### config.mk
export PLATFORM = sky130hd
export DESIGN_NAME = bssmask_filter
export DESIGN_NICKNAME = d
export VERILOG_FILES = /design/src/rtl/bssmask_pkg.sv /design/src/rtl/bssmask_regs.sv /design/src/rtl/bssmask_cmp.sv /design/src/rtl/bssmask_filter.sv
export SDC_FILE = /design/constraint.sdc
export NUM_CORES = 1
export LEC_CHECK = 0
export CAP_MARGIN = 20
export CORE_ASPECT_RATIO = 0.75
export CORE_MARGIN = 2
export CORE_UTILIZATION = 40
export DETAILED_ROUTE_END_ITERATION = 8
export PLACE_DENSITY = 0.68
export SLEW_MARGIN = 10
export SYNTH_ARGS = -nofsm -noshare
export SYNTH_HDL_FRONTEND = slang
export SYNTH_SLANG_ARGS = --single-unit
### constraint.sdc
create_clock -name clk -period 2.6 [get_ports clk]
set_input_delay 0.65 -clock clk [delete_from_list [all_inputs] [get_ports clk]]
set_output_delay 0.65 -clock clk [all_outputs]
set_load 0.02 [all_outputs]
### src/rtl/bssmask_pkg.sv
package bssmask_pkg;
   localparam int REG_AW = 2;
   typedef enum logic [REG_AW-1:0] {
      OFS_MAC_LO = 2'd0,
      OFS_MAC_HI = 2'd1,
      OFS_MSK_LO = 2'd2,
      OFS_MSK_HI = 2'd3
   } reg_ofs_e;
endpackage

### src/rtl/bssmask_regs.sv
module bssmask_regs
   import bssmask_pkg::*;
#(
   parameter int ADDR_W = 48,
   parameter int DATA_W = 32,
   parameter int LO_W   = 32
) (
   input  logic              clk,
   input  logic              rst_n,
   input  logic              wr_en,
   input  logic [REG_AW-1:0] ofs,
   input  logic [DATA_W-1:0] wr_data,
   output logic [DATA_W-1:0] rd_data,
   output logic [ADDR_W-1:0] mac,
   output logic [ADDR_W-1:0] mask
);
   localparam int HI_W = ADDR_W - LO_W;

   generate
      if (HI_W < 1 || HI_W > DATA_W || LO_W > DATA_W || LO_W < 1) begin : g_bad_split
         $error("bssmask_regs: address split does not fit the register word");
      end
   endgenerate

   logic [LO_W-1:0] stage_lo;
   logic            wr_mac_lo, wr_mac_hi, wr_msk_lo, wr_msk_hi;

   always_comb begin
      wr_mac_lo = wr_en && (ofs == OFS_MAC_LO);
      wr_mac_hi = wr_en && (ofs == OFS_MAC_HI);
      wr_msk_lo = wr_en && (ofs == OFS_MSK_LO);
      wr_msk_hi = wr_en && (ofs == OFS_MSK_HI);
   end

   always_ff @(posedge clk) begin
      if (!rst_n) begin
         mac      <= '0;
         mask     <= '1;
         stage_lo <= '1;
      end else begin
         if (wr_mac_lo) mac[LO_W-1:0]      <= wr_data[LO_W-1:0];
         if (wr_mac_hi) mac[ADDR_W-1:LO_W] <= wr_data[HI_W-1:0];
         if (wr_msk_lo) stage_lo           <= wr_data[LO_W-1:0];
         if (wr_msk_hi) mask               <= {wr_data[HI_W-1:0], stage_lo};
      end
   end

   always_comb begin
      rd_data = '0;
      case (ofs)
         OFS_MAC_LO: rd_data[LO_W-1:0] = mac[LO_W-1:0];
         OFS_MAC_HI: rd_data[HI_W-1:0] = mac[ADDR_W-1:LO_W];
         OFS_MSK_LO: rd_data[LO_W-1:0] = stage_lo;
         default:    rd_data[HI_W-1:0] = mask[ADDR_W-1:LO_W];
      endcase
   end

   AST_MASK_HOLD: assert property (@(posedge clk) disable iff (!rst_n)
      !(wr_en && ofs == OFS_MSK_HI) |=> $stable(mask));
   AST_MAC_HOLD: assert property (@(posedge clk) disable iff (!rst_n)
      !(wr_en && (ofs == OFS_MAC_LO || ofs == OFS_MAC_HI)) |=> $stable(mac));
endmodule

### src/rtl/bssmask_cmp.sv
module bssmask_cmp #(
   parameter int ADDR_W = 48,
   parameter int LANE_W = 8
) (
   input  logic              clk,
   input  logic              rst_n,
   input  logic              vld,
   input  logic [ADDR_W-1:0] bssid,
   input  logic [ADDR_W-1:0] mac,
   input  logic [ADDR_W-1:0] mask,
   output logic              acc,
   output logic              rej
);
   localparam int NLANE = (ADDR_W + LANE_W - 1) / LANE_W;
   localparam int PAD_W = NLANE * LANE_W;

   generate
      if (LANE_W < 1 || LANE_W > ADDR_W) begin : g_bad_lane
         $error("bssmask_cmp: lane width out of range");
      end
   endgenerate

   logic [PAD_W-1:0] diff_pad;
   logic [NLANE-1:0] lane_miss;
   logic             any_miss;

   always_comb begin
      diff_pad = '0;
      diff_pad[ADDR_W-1:0] = (bssid ^ mac) & mask;
   end

   genvar li;
   generate
      for (li = 0; li < NLANE; li++) begin : g_lane
         assign lane_miss[li] = |diff_pad[li*LANE_W +: LANE_W];
      end
   endgenerate

   assign any_miss = |lane_miss;

   always_ff @(posedge clk) begin
      if (!rst_n) begin
         acc <= 1'b0;
         rej <= 1'b0;
      end else begin
         acc <= vld && !any_miss;
         rej <= vld && any_miss;
      end
   end

   AST_ONE_RESULT: assert property (@(posedge clk) disable iff (!rst_n)
      !(acc && rej));
   AST_VLD_ANSWERED: assert property (@(posedge clk) disable iff (!rst_n)
      vld |=> (acc || rej));
   AST_NO_SPURIOUS: assert property (@(posedge clk) disable iff (!rst_n)
      (acc || rej) |-> $past(vld));
   AST_EXACT_MATCH: assert property (@(posedge clk) disable iff (!rst_n)
      (vld && (&mask)) |=> (acc == ($past(bssid) == $past(mac))));
   AST_ZERO_MASK: assert property (@(posedge clk) disable iff (!rst_n)
      (vld && mask == '0) |=> acc);
endmodule

### src/rtl/bssmask_filter.sv
module bssmask_filter
   import bssmask_pkg::*;
#(
   parameter int ADDR_W = 48,
   parameter int DATA_W = 32,
   parameter int LO_W   = 32,
   parameter int LANE_W = 8
) (
   input  logic              clk,
   input  logic              rst_n,
   input  logic              reg_wr,
   input  logic [REG_AW-1:0] reg_ofs,
   input  logic [DATA_W-1:0] reg_wdata,
   output logic [DATA_W-1:0] reg_rdata,
   input  logic              bssid_vld,
   input  logic [ADDR_W-1:0] bssid,
   output logic              acc_pulse,
   output logic              rej_pulse
);
   logic [ADDR_W-1:0] mac_q;
   logic [ADDR_W-1:0] mask_q;

   bssmask_regs #(.ADDR_W(ADDR_W), .DATA_W(DATA_W), .LO_W(LO_W)) u_regs (
      .clk     (clk),
      .rst_n   (rst_n),
      .wr_en   (reg_wr),
      .ofs     (reg_ofs),
      .wr_data (reg_wdata),
      .rd_data (reg_rdata),
      .mac     (mac_q),
      .mask    (mask_q)
   );

   bssmask_cmp #(.ADDR_W(ADDR_W), .LANE_W(LANE_W)) u_cmp (
      .clk   (clk),
      .rst_n (rst_n),
      .vld   (bssid_vld),
      .bssid (bssid),
      .mac   (mac_q),
      .mask  (mask_q),
      .acc   (acc_pulse),
      .rej   (rej_pulse)
   );
endmodule

==> summary.txt <==
FMAX = 393 MHz
initial drt markers = 465
first-pass GRT wire length = 28.2 mm
drt wl/cell = 17.8 um
Vias = 5476
pin count of the biggest net entering global routing = 56
max incr delay on CP = 0.62 ns
crit path cell chain = clkbuf_4 -> buf_12 -> mux2i_1 -> nor2_1 -> clkdlybuf4s50_1
Synth Cell Area = 0.00582 mm^2
top cells by area, synth = dfxtp_1, nand2_1, xor2_1, nand3_1, a21boi_0
Die ar. = 0.0156 mm^2
worst rel slew slack = 63.7%
Die W = 143 um
Longest Clk Path Bufs = 2
Hold Crit Start = u_regs.mask[7]
H-tree levels = 4
status = finished, final reports clean
CTS tree = built
critical path class = primary input to output port
Die Y = 109 um
Synth Net Count = 788
FF-to-FF End = u_cmp.rej
Power Density = 680 mW/mm^2
DRT Pass-1 Iters = 5
Non-Filler Instances = 1030
DRC = 0
R2R Setup Slk = 0.45 ns
crit path from = reg_ofs[1]
Syn Area/Cell = 8.30 um^2
gr ovfl total = 0
synthesized flop and latch total = 130
CTS Hold Bufs = 0
Final Hold Violating Endpoints = 0
clk sinks = 130
Placed Area = 0.00733 mm^2
fraction of layout cells with a size suffix above 1 = 9.76%
end of the critical path = reg_rdata[16]
diodes inserted = 0
Bufs and invs on worst path = 3
most common cell in the netlist = nand2_1
cell area after layout = 0.00798 mm^2
Final Max Tran Viols = 0
reg2reg path depth = 6
Synth top area share = 44.7%
gpl congestion = 0.853
Layout Skew = 0.00468 ns
library cells used by synthesis = 24
Critical Path Sink Type = output port
TritonCTS Buffers = 17
CP max stage cell = clkdlybuf4s50_1
critical path's top delay family = buffers and inverters
Clock transition at path regs = 0.06 ns
Worst path depth = 5
Ys Warns = 0
Post-synth EDFFs = 0
CP max FO = 10
antenna-violating nets left = 0
row count = 38
initial antenna violation count = 0
vias per cell = 5.32
Final setup viols = 0
Worst EP required = 1.95 ns
Gate Count Post-Synth = 702
max_cap viols = 0
Worst-Margin Slew = 0.545 ns
Nets = 903
Critical Path Source Type = primary input
ys async rst share = 0%
Layout area overhead = 36.9%
Core Util, Final = 55.5%
Yosys top cell by area = dfxtp_1
Final Cycle Share = 97.8%
PortBufs = 119
Routed WL = 18.4 mm
Post-synth top cells = nand2_1, dfxtp_1, nand3_1, a21boi_0, xor2_1
TNS Setup = 0 ns
num ports = 120
Worst VDD drop = 0.472 mV
worst hold path class = register to register
worst reg2reg startpoint = u_regs.mac[29]
Top FF cell, synth = dfxtp_1
CORE AREA = 0.0144 mm^2
GR Util All Layers = 24.1%
Starting Density = 40.6%
Root Driver = clkbuf_16
Cells after DPL = 997
Leakage = 3.53 nW
number of global-route vias before repair = 5269
critical path arrival = 1.89 ns
RSZ-0062 raised after global routing = false
dpl hpwl = 12.5 mm
sequential area share after synthesis = 44.7%
# fillers = 1303
min Tclk post-route = 2.54 ns
clock insertion delay at the later pin of the skew report = 0.41 ns
-- registers in the layout (all words and copies together), names as in the netlist --
name	flops
u_cmp.acc	1
u_regs.mac	48
u_regs.stage_lo	32
u_regs.mask	48
u_cmp.rej	1
-- worst min-delay path by stage --
stage                 endpoint  slack [ns]  cells after the start
3_3_place_gp    u_regs.mask[1]        0.45                      2
2_1_floorplan  u_regs.mask[10]        0.44                      2
5_1_grt        u_regs.mask[26]        0.49                      2
6_report        u_regs.mask[7]        0.47                      2
3_5_place_dp   u_regs.mask[14]        0.46                      2
4_1_cts         u_regs.mask[7]        0.47                      2
-- worst min-delay path: cells and delay by family (launching register included) --
kind | cells | cell delay [ns]
flip-flops | 1 | 0.31
AND/OR/NAND/NOR | 2 | 0.11
-- power breakdown --
group / internal [mW] / switching, mW / leakage, nW / total, mW
Sequential: 2.08 / 0.0722 / 1.06 / 2.16
Combinational: 0.360 / 0.378 / 2.17 / 0.738
Clock: 1.62 / 0.907 / 0.298 / 2.53
Total: 4.07 / 1.36 / 3.53 / 5.42
-- cells in the final DEF, fill, tap and decap left out, types with 2 or more instances in the layout --
cell type	synthesis	routed
a21boi_0	48	48
a22oi_1	23	23
buf_12	0	5
buf_4	0	22
bufinv_16	0	4
clkbuf_16	0	18
clkdlybuf4s50_1	0	95
clkinv_2	0	4
clkinv_4	0	2
clkinvlp_4	0	4
dfxtp_1	130	130
dlygate4sd2_1	0	16
dlymetal6s2s_1	0	5
mux2i_1	16	16
mux4_2	15	15
nand2_1	258	258
nand3_1	81	80
nand4_1	6	6
nor2_1	17	17
xor2_1	48	48
-- layout make-up --
cell class / count / area (um^2) / area share, %
Multi-Input combinational cell: 523 / 3040 / 38.2
Sequential cell: 130 / 2600 / 32.6
Timing Repair Buffer: 145 / 1450 / 18.2
Clock buffer: 18 / 439 / 5.51
Tap cell: 200 / 250 / 3.14
Clock inverter: 14 / 188 / 2.35
-- logic make-up after synthesis --
group	after synthesis	share of synthesized area [%]
multiplexers	32	9.00
AND/OR/NAND/NOR	370	26.3
XOR/XNOR	48	7.22
AO/OA/AOI/OAI	73	9.54
buffers and inverters	49	3.22
flip-flops	130	44.7
-- through the flow --
step	setup slack [ns]	hold WS, ns	total power, mW
global placement	-0.266	0.450	2.93
global route	0.00898	0.487	5.59
finish	0.0577	0.468	5.42
floorplan	0.113	0.441	2.55
CTS	0.00885	0.473	5.43
detailed placement	-0.268	0.457	2.94
-- metal layers --
metal,vias up,part of all wire [%],GRT usage (%)
li1,2583,-,-
met1,2617,44,33.1
met2,254,46,38.2
met3,22,9.0,5.71
met4,0,1.3,6.65
met5,-,0,0
-- repair_timing --
action                                  4_1_cts  5_1_grt
gates cloned                                  0        1
endpoints found under the setup margin       18       12
buffers inserted                              0        0
resized for setup                            17        6
Note: power is estimated with default switching activity, not from simulation.
